[src/rtl/tcm_pkg.sv]
package tcm_pkg;
  localparam int PAYLOAD_DEFAULT = 36;

  typedef logic [1:0] sym_t;
  localparam sym_t SYM_ZERO = 2'b00;
  localparam sym_t SYM_POS  = 2'b01;
  localparam sym_t SYM_NEG  = 2'b11;

  typedef enum logic [1:0] {
    SEQ_RX    = 2'd0,
    SEQ_GUARD = 2'd1,
    SEQ_SEND  = 2'd2
  } seq_state_t;

  function automatic sym_t mark_of(input logic negative);
    return negative ? SYM_NEG : SYM_POS;
  endfunction

  function automatic logic is_mark(input sym_t s);
    return (s == SYM_POS) || (s == SYM_NEG);
  endfunction
endpackage

[src/rtl/tcm_slot_timer.sv]
module tcm_slot_timer #(
  parameter int SLOT_SYMS = 512,
  localparam int CW = $clog2(SLOT_SYMS)
) (
  input  logic clk,
  input  logic rst_n,
  input  logic sym_en,
  input  logic sync_ok,
  input  logic alt_only,
  output logic slot_fire
);
  logic [CW-1:0] cnt;
  logic          skip_next;
  logic          wrap;

  assign wrap      = sym_en && (sync_ok || cnt == CW'(SLOT_SYMS - 1));
  assign slot_fire = wrap && !(alt_only && skip_next);

  always_ff @(posedge clk) begin
    if (!rst_n) begin
      cnt       <= '0;
      skip_next <= 1'b0;
    end else if (wrap) begin
      cnt       <= '0;
      skip_next <= ~skip_next;
    end else if (sym_en) begin
      cnt <= cnt + 1'b1;
    end
  end
endmodule

[src/rtl/tcm_ami_tx.sv]
module tcm_ami_tx
  import tcm_pkg::*;
#(
  parameter int N = 36,
  localparam int CW = $clog2(N + 1)
) (
  input  logic         clk,
  input  logic         rst_n,
  input  logic         sym_en,
  input  logic         start,
  input  logic [N-1:0] payload,
  input  logic         key,
  output logic [1:0]   line,
  output logic         last_tick
);
  logic [N-1:0]  shreg;
  logic [CW-1:0] cnt;
  logic          busy;
  logic          last_neg;
  logic          bit_out;

  assign bit_out   = shreg[0] ^ key;
  assign last_tick = busy && (cnt == CW'(N));

  always_ff @(posedge clk) begin
    if (!rst_n) begin
      shreg    <= '0;
      cnt      <= '0;
      busy     <= 1'b0;
      last_neg <= 1'b1;
      line     <= SYM_ZERO;
    end else if (sym_en) begin
      if (start) begin
        busy     <= 1'b1;
        cnt      <= '0;
        shreg    <= payload;
        line     <= mark_of(~last_neg);
        last_neg <= ~last_neg;
      end else if (busy) begin
        if (cnt == CW'(N)) begin
          busy <= 1'b0;
          line <= SYM_ZERO;
        end else begin
          cnt   <= cnt + 1'b1;
          shreg <= shreg >> 1;
          if (bit_out) begin
            line     <= mark_of(~last_neg);
            last_neg <= ~last_neg;
          end else begin
            line <= SYM_ZERO;
          end
        end
      end else begin
        line <= SYM_ZERO;
      end
    end
  end
endmodule

[src/rtl/tcm_ami_rx.sv]
module tcm_ami_rx
  import tcm_pkg::*;
#(
  parameter int N = 36,
  localparam int CW = $clog2(N)
) (
  input  logic         clk,
  input  logic         rst_n,
  input  logic         sym_en,
  input  logic         enable,
  input  logic [1:0]   line,
  input  logic         key,
  output logic [N-1:0] word_next,
  output logic         word_done,
  output logic         bpv
);
  logic [N-1:0]  shreg;
  logic [CW-1:0] cnt;
  logic          collecting;
  logic          last_neg;
  logic          mark;
  logic          neg;

  assign mark      = is_mark(line);
  assign neg       = (line == SYM_NEG);
  assign word_next = {mark ^ key, shreg[N-1:1]};
  assign word_done = sym_en && enable && collecting && (cnt == CW'(N - 1));

  always_ff @(posedge clk) begin
    if (!rst_n) begin
      shreg      <= '0;
      cnt        <= '0;
      collecting <= 1'b0;
      last_neg   <= 1'b0;
      bpv        <= 1'b0;
    end else begin
      bpv <= 1'b0;
      if (!enable) begin
        collecting <= 1'b0;
      end else if (sym_en) begin
        if (!collecting) begin
          if (mark) begin
            collecting <= 1'b1;
            cnt        <= '0;
            last_neg   <= neg;
          end
        end else begin
          shreg <= word_next;
          cnt   <= cnt + 1'b1;
          if (mark) begin
            last_neg <= neg;
            bpv      <= (neg == last_neg);
          end
          if (cnt == CW'(N - 1)) collecting <= 1'b0;
        end
      end
    end
  end
endmodule

[src/rtl/tcm_burst_seq.sv]
module tcm_burst_seq
  import tcm_pkg::*;
#(
  parameter int PAYLOAD_BITS = 36,
  parameter int SLOT_SYMS    = 512,
  parameter int GUARD_SYMS   = 6,
  localparam int GW = $clog2(GUARD_SYMS + 1)
) (
  input  logic                    clk,
  input  logic                    rst_n,
  input  logic                    sym_en,
  input  logic                    role_slave,
  input  logic                    wake_mode,
  input  logic                    burst_sync,
  input  logic [PAYLOAD_BITS-1:0] tx_data,
  input  logic                    tx_valid,
  output logic                    tx_ready,
  input  logic                    tx_key,
  output logic [1:0]              line_tx,
  input  logic [1:0]              line_rx,
  input  logic                    rx_key,
  output logic                    rx_gate,
  output logic [PAYLOAD_BITS-1:0] rx_data,
  output logic                    rx_valid,
  input  logic                    rx_ready,
  output logic                    bpv
);
  seq_state_t              state;
  logic [GW-1:0]           gcnt;
  logic                    slot_fire;
  logic                    tx_start;
  logic                    tx_last;
  logic                    turn_go;
  logic                    slot_go;
  logic                    hold_full;
  logic [PAYLOAD_BITS-1:0] hold_data;
  logic [PAYLOAD_BITS-1:0] word_next;
  logic                    word_done;
  logic                    tx_accept;
  logic                    turnaround_mode;

  assign turnaround_mode = role_slave && !wake_mode;
  assign slot_go   = slot_fire && !turnaround_mode;
  assign turn_go   = (state == SEQ_GUARD) && sym_en && (gcnt == GW'(GUARD_SYMS));
  assign tx_start  = slot_go || turn_go;
  assign rx_gate   = (state == SEQ_RX);
  assign tx_ready  = !hold_full;
  assign tx_accept = tx_valid && tx_ready;

  tcm_slot_timer #(.SLOT_SYMS(SLOT_SYMS)) u_timer (
    .clk      (clk),
    .rst_n    (rst_n),
    .sym_en   (sym_en),
    .sync_ok  (burst_sync && !role_slave),
    .alt_only (role_slave && wake_mode),
    .slot_fire(slot_fire)
  );

  tcm_ami_tx #(.N(PAYLOAD_BITS)) u_tx (
    .clk      (clk),
    .rst_n    (rst_n),
    .sym_en   (sym_en),
    .start    (tx_start),
    .payload  (hold_full ? hold_data : '0),
    .key      (tx_key),
    .line     (line_tx),
    .last_tick(tx_last)
  );

  tcm_ami_rx #(.N(PAYLOAD_BITS)) u_rx (
    .clk      (clk),
    .rst_n    (rst_n),
    .sym_en   (sym_en),
    .enable   (rx_gate),
    .line     (line_rx),
    .key      (rx_key),
    .word_next(word_next),
    .word_done(word_done),
    .bpv      (bpv)
  );

  always_ff @(posedge clk) begin
    if (!rst_n) begin
      state <= SEQ_RX;
      gcnt  <= '0;
    end else if (tx_start) begin
      state <= SEQ_SEND;
      gcnt  <= '0;
    end else begin
      case (state)
        SEQ_RX:    if (word_done && turnaround_mode) begin
                     state <= SEQ_GUARD;
                     gcnt  <= '0;
                   end
        SEQ_GUARD: if (sym_en) gcnt <= gcnt + 1'b1;
        SEQ_SEND:  if (sym_en && tx_last) state <= SEQ_RX;
        default:   state <= SEQ_RX;
      endcase
    end
  end

  always_ff @(posedge clk) begin
    if (!rst_n) begin
      hold_full <= 1'b0;
      hold_data <= '0;
    end else begin
      if (tx_accept) hold_data <= tx_data;
      if (tx_start)       hold_full <= tx_accept;
      else if (tx_accept) hold_full <= 1'b1;
    end
  end

  always_ff @(posedge clk) begin
    if (!rst_n) begin
      rx_valid <= 1'b0;
      rx_data  <= '0;
    end else begin
      if (rx_valid && rx_ready) rx_valid <= 1'b0;
      if (word_done && (!rx_valid || rx_ready)) begin
        rx_valid <= 1'b1;
        rx_data  <= word_next;
      end
    end
  end
endmodule

[config.mk]
export PLATFORM = sky130hd
export DESIGN_NAME = tcm_burst_seq
export DESIGN_NICKNAME = d
export VERILOG_FILES = /design/src/rtl/tcm_pkg.sv /design/src/rtl/tcm_slot_timer.sv /design/src/rtl/tcm_ami_tx.sv /design/src/rtl/tcm_ami_rx.sv /design/src/rtl/tcm_burst_seq.sv
export SDC_FILE = /design/constraint.sdc
export NUM_CORES = 1
export LEC_CHECK = 0
export ABC_AREA = 1
export BUFFER_PORTS_ARGS = -buffer_cell sky130_fd_sc_hd__buf_2
export CAP_MARGIN = 20
export CORE_ASPECT_RATIO = 1.1
export CORE_MARGIN = 4
export CORE_UTILIZATION = 37
export CTS_CLUSTER_SIZE = 16
export DETAILED_ROUTE_END_ITERATION = 8
export PLACE_DENSITY = 0.54
export RECOVER_POWER = 100
export SLEW_MARGIN = 20
export SYNTH_ARGS = -nofsm -noshare
export SYNTH_HDL_FRONTEND = slang
export SYNTH_SLANG_ARGS = --single-unit
[constraint.sdc]
create_clock -name clk -period 1.9 [get_ports clk]
set_clock_uncertainty 0.15 [all_clocks]
set_input_delay 0.285 -clock clk [delete_from_list [all_inputs] [get_ports clk]]
set_output_delay 0.285 -clock clk [all_outputs]
set_load 0.005 [all_outputs]
# [Yosys cells after proc, flatten, opt, wreduce, memory -nomap -nowiden]
# Index checks and enable logic that the tools add are counted.
[totals] reg_bits=180 latch_bits=0 ramBits=0 mem_bits_ro=0 input_bits=48 elab_cells=127 memories=0
[op_classes] n_addsub=4 mul=0 div=0 order_cmp=0 n_eq_ne=16 shifts=0 n_mux=35 bitwise=6 n_reduce_logical=47
[ops] cell="$mux 36" n=4
[ops] cell="$mux 6" n=5
[ops] cell="$reduce_and 3->1" n=7
[ops] cell="$logic_and 1x1->1" n=18
[ops] cell="$mux 2" n=8
[ops] cell="$mux 1" n=14
[ops] cell="$add 6x1->6 const B" n=2
[ops] cell="$eq 6x6->1 const B" n=2
[ops] cell="$reduce_bool 2->1" n=6
[ops] cell="$ne 2x2->1 const B" n=5
[ops] cell="$add 9x1->9 const B" n=1
[ops] cell="$eq 9x9->1 const B" n=1
[ops] cell="$logic_not 1->1" n=6
[ops] cell="$mux 3" n=2
[ops] cell="$ne 3x3->1 const B" n=2
[ops] cell="$pmux 2 s3" n=1
[ops] cell="$pmux 3 s2" n=1
[ops] cell="$reduce_and 5->1" n=1
[ops] cell="$eq 2x1->1 const B" n=2
[ops] cell="$eq 2x2->1 const B" n=2
[ops] cell="$logic_or 1x1->1" n=4
[ops] cell="$not 1->1" n=4
[ops] cell="$reduce_and 4->1" n=1
[ops] cell="$reduce_or 2->1" n=2
[ops] cell="6 further kinds" n=7

# [Logic depth before layout (Yosys ltp)]
[depth] word_depth=9 mapped_depth=14

# [By module]
# Synthesis repeated with hierarchy kept, for this count alone.
[hier_totals] hier_cells=1089 area_unflattened_um2=7674.9
[by_module_without_submodules] module="tcm_burst_seq" instances=1 cells_per_inst=446 area_per_inst_um2=3223.1
[by_module_without_submodules] module="tcm_ami_tx" instances=1 cells_per_inst=359 area_per_inst_um2=2255.9
[by_module_without_submodules] module="tcm_ami_rx" instances=1 cells_per_inst=215 area_per_inst_um2=1679.1
[by_module_without_submodules] module="tcm_slot_timer" instances=1 cells_per_inst=69 area_per_inst_um2=516.7

# [Worst setup path after synthesis]
# OpenSTA, ideal clock, no wires.
[synth_timing] kind="flip-flop to flip-flop" start="register u_timer.cnt[0]" end="register u_tx.shreg[26]" setup_time_ns=0.113 t_arrival_ns=1.578 required_time_ns=1.637 setup_slack_ns=0.059 stages_incl_launch_ff=14 path_buffers=2 synth_period_minus_slack_ns=1.841 cell_sequence="dfxtp_1 ha_1 nand3_1 nor2_1 ha_1 inv_1 nand2_1 nand3_1 buf_4 buf_2 nand3_1 nand3_1 nand2_1 nor2_1"
[synth_via] elab_chain_cells=8 elab_cells_between_ends=10 classes_between="eq/ne: 2; mux: 1; reduce/logical: 7"
[synth_lines] item="from (decl)" line="tcm_slot_timer.sv:12" source="logic [CW-1:0] cnt;"
[synth_lines] item="from (signal assigned)" line="tcm_slot_timer.sv:27" source="cnt <= cnt + 1'b1;"
[synth_lines] item="$eq 9x9->1 (*)" line="tcm_slot_timer.sv:16" source="assign wrap = sym_en && (sync_ok || cnt == CW'(SLOT_SYMS - 1));"
[synth_lines] item="$logic_or 1x1->1 (*)" line="tcm_slot_timer.sv:16"
[synth_lines] item="$logic_and 1x1->1 (*)" line="tcm_slot_timer.sv:16"
[synth_lines] item="$logic_and 1x1->1 (*)" line="tcm_slot_timer.sv:17" source="assign slot_fire = wrap && !(alt_only && skip_next);"
[synth_lines] item="$logic_and 1x1->1 (*)" line="tcm_burst_seq.sv:43" source="assign slot_go = slot_fire && !turnaround_mode;"
[synth_lines] item="$logic_or 1x1->1 (*)" line="tcm_burst_seq.sv:45" source="assign tx_start = slot_go || turn_go;"
[synth_lines] item="$ne 2x2->1 (no source line) / $reduce_bool 2->1 (equally long branches)"
[synth_lines] item="$reduce_and 3->1 (no source line)"
[synth_lines] item="to (signal assigned)" line="tcm_ami_tx.sv:36" source="shreg <= payload;"
[synth_lines] item="to (signal assigned)" line="tcm_ami_tx.sv:45" source="shreg <= shreg >> 1;"
[synth_lines] item="to (decl)" line="tcm_ami_tx.sv:16" source="logic [N-1:0] shreg;"
# Every way passes the cells marked *; elsewhere a longest branch is shown, timed or not.
# A chain may end at the register's enable or synchronous reset.

# [Worst setup path in the final report]
[layout_timing] start="register u_timer.cnt[1]" end="register u_tx.shreg[13]"
# The elaborated chain is that of the path after synthesis.

==> impl_results.md <==
* Top post-synthesis cells by area: dfxtp_1 47%, nand2_1 11%, nand3_1 10%
* Total of max-cap violations at 0
* DRT antenna net count at 0
* Antenna violations before repair at 0
* Worst reg2reg path depth at 14
* WS Path Type: reg2reg
* Post-synth top area cell: dfxtp_1
* RePlAce Congestion at 0.749
* Critical Path RT at 2.09 ns
* Synth Cell Area at 7680 sq um
* EDFF count, synth at 0
* Num rows at 55
* Die Ht at 159 um
* Max-slew violation count at 0
* CP peak stage delay at 0.35 ns
* Number of synthesized register bits at 179
* Top Metal Used: met4
* Drt first-iter violations at 305
* Stages on worst setup path at 14
* H-Tree Depth at 4
* Hold Path Class: in2reg
* Vias at 7,174
* Design Area, Final at 10,300 sq um
* Max-Slew Margin vs Limit at 66.1%
* Final worst path period share at 107%
* Avg Synthesized Cell Area at 7.17 sq um
* VDD IR-drop max at 0.000625 V
* FF-to-FF setup slack at -0.14 ns
* Main flop type after synthesis: dfxtp_1
* Longest Clk Path Bufs at 2
* Failing checks: setup timing
* Vias in the first global route at 6,561
* GRT Resource Usage Total at 16.0%
* Final Hold Viols at 0
* DR WL met3 at 647 um
* Slack of the critical path at -0.137 ns
* Yosys top cell area share at 46.7%
* CP startpoint: u_timer.cnt[1]
* Share of layout cells above drive strength 1 at 21.7%
* Final setup violation count at 45
* Worst setup path end: u_tx.shreg[13]
* Root buf cell: clkbuf_16
* Pleak at 4.29 nW
* Post-synthesis sequential area ratio at 46.7%
* Fin util at 50.2%
* Synth cell count leaders: 232 x nand2_1, 179 x dfxtp_1, 173 x nor2_1
* CP cell instances: ha_4, nand3_4, nor2_4, ha_4, inv_2, nand2_2, nand3_2, buf_6, nand3_4, buf_6, buf_12, clkbuf_16, nor2_4, nor2_1
* Fmax at 491 MHz
* RSZ-0062 raised after global routing: yes
* First-pass GRT wire length at 31.6 mm
* Startpoint types: flip-flop
* CTS tree: done
* Slew @ Worst Pin at 0.507 ns
* Cell Area, Placed at 8410 sq um
* Hold slack at 0.0666 ns
* GR Overflow Total at 0
* WL/cell at 13.4 um
* Mapped Cells at 1,071
* Period minus WS final at 2.04 ns
* Unique masters post-synth at 36
* Max FO, Critical Path at 5
* DRC errors left at 0
* DIE AREA at 23,100 sq um
* DRT Wirelength at 19.8 mm
* Critical path's slowest cell: dfxtp_2
* Pin count of the biggest net entering global routing at 85
* Via density at 4.85
* Worst Setup End Kind: flip-flop
* CORE AREA at 20,500 sq um
* FFs w/ async S/R, synth at 0%
* Clk sink count at 179
* Buf+Inv Stages, Crit Path at 5
* HPWL after DPL at 10.9 mm
* Syn nets at 1,126
* WP data arrival at 2.23 ns
* Syn-to-layout area delta at 33.9%
* Num CTS Buffers at 17
* Buffers added on ports at 89
* Antenna diodes at 0
* Initial Util at 37.5%
* Ports at 90
* R2R Path End: u_tx.shreg[13]
* Final net count at 1,267
* WL met1 at 9.18 mm
* Worst-Skew Late Latency at 0.42 ns
* Die X at 145 um
* Pre-antenna DRT Iters at 4
* PwrDens at 834 nW/um^2
* Ys Warns at 0
* Status: complete, but fails checks
* Clk slew on worst S/H paths at 0.07 ns
* DR WL met2 at 9.47 mm
* Worst r2r src: u_timer.cnt[1]
* Top-count cell post-synth: nand2_1
* Delay-heaviest family, CP: buffers and inverters
-- flip-flops by register name, summed over array words and instances (netlist names), 2 cells and up --
signal and flops:
gcnt 3, hold_data 36, state 2, u_tx.line 2, u_timer.cnt 9, u_rx.shreg 35
u_tx.shreg 36, u_rx.cnt 6, rx_data 36, u_tx.cnt 6
-- repair_timing --
| action | 4_1_cts | 5_1_grt |
|---|---|---|
| setup buffers | 12 | 2 |
| setup endpoints to repair | 50 | 55 |
| pin swaps | 10 | 40 |
| hold buffers | 36 | 0 |
| gates resized for setup | 61 | 62 |
| hold endpoints to repair | 36 | 0 |
| gates cloned | 6 | 10 |
-- worst min path at each step --
stage | slack (ns) | start | end | cells past startpoint
final | 0.07 | rx_key | u_rx.shreg[35] | 4
after global placement | 0.29 | u_tx.last_neg | u_tx.last_neg | 2
after floorplan | 0.23 | line_rx[1] | u_rx.bpv | 1
after global routing | 0.07 | rx_key | u_rx.shreg[35] | 4
after CTS | 0.05 | tx_data[35] | hold_data[35] | 3
after detailed placement | 0.30 | rx_data[9] | rx_data[9] | 2
-- layer usage --
metal	up-vias	global-route usage, %
met5	-	0
met4	0	5.70
met3	27	2.90
met2	130	27.0
met1	3283	20.5
li1	3734	-
-- cell families (layout without fill, tap and decap cells) --
logic type	Yosys count	in the layout	share of synthesized area (%)
AND/OR/NAND/NOR	586	586	32.6
flip-flops	179	179	46.7
adder cells (fa/ha/maj)	7	7	1.14
buffers and inverters	146	299	9.11
XOR/XNOR	7	7	0.798
AO/OA/AOI/OAI	146	146	9.71
-- placed cells by master (no fill, tap or decap), types with 15 or more instances in the layout --
cell,Yosys,final
o21ai_0,43,41
clkbuf_1,23,19
dlygate4sd3_1,0,36
inv_1,68,65
a21oi_1,96,93
nor2_1,173,150
nand2_2,3,15
dfxtp_1,179,177
buf_2,28,71
buf_4,5,37
nand2_1,232,217
nand3_2,1,29
clkbuf_16,0,25
nand3_1,159,128
-- final cells by class --
class,count,area (sq um)
tap,256,320
clock buffer,18,429
multi-input combinational,746,3770
sequential,179,3590
fill,2033,10200
clock inverter,13,173
timing repair buffer,195,1730
inverter,73,277
-- worst min-delay path, cell delays in order --
cell	delay, ns
buf_2	0.08
xor2_1	0.09
nand3_1	0.07
a21oi_1	0.05
-- through the flow --
stage | worst slack (ns) | instances | setup TNS (ns) | power, mW
floorplan | 0.0593 | 1071 | 0 | 4.54
CTS | -0.0734 | 1468 | -1.75 | 8.59
detailed placement | -0.145 | 1383 | -5.01 | 4.76
global route | -0.234 | 1480 | -12.57 | 8.95
finish | -0.137 | 1480 | -2.59 | 8.58
global placement | -0.118 | 1383 | -3.39 | 4.75
-- power by group --
part           internal (mW)  switching (mW)  leakage (nW)
logic                  0.436           0.533          2.56
clock network           2.09            1.55         0.280
registers               3.89          0.0847          1.46
total                   6.42            2.16          4.29
Note: power is estimated with default switching activity, not from simulation.
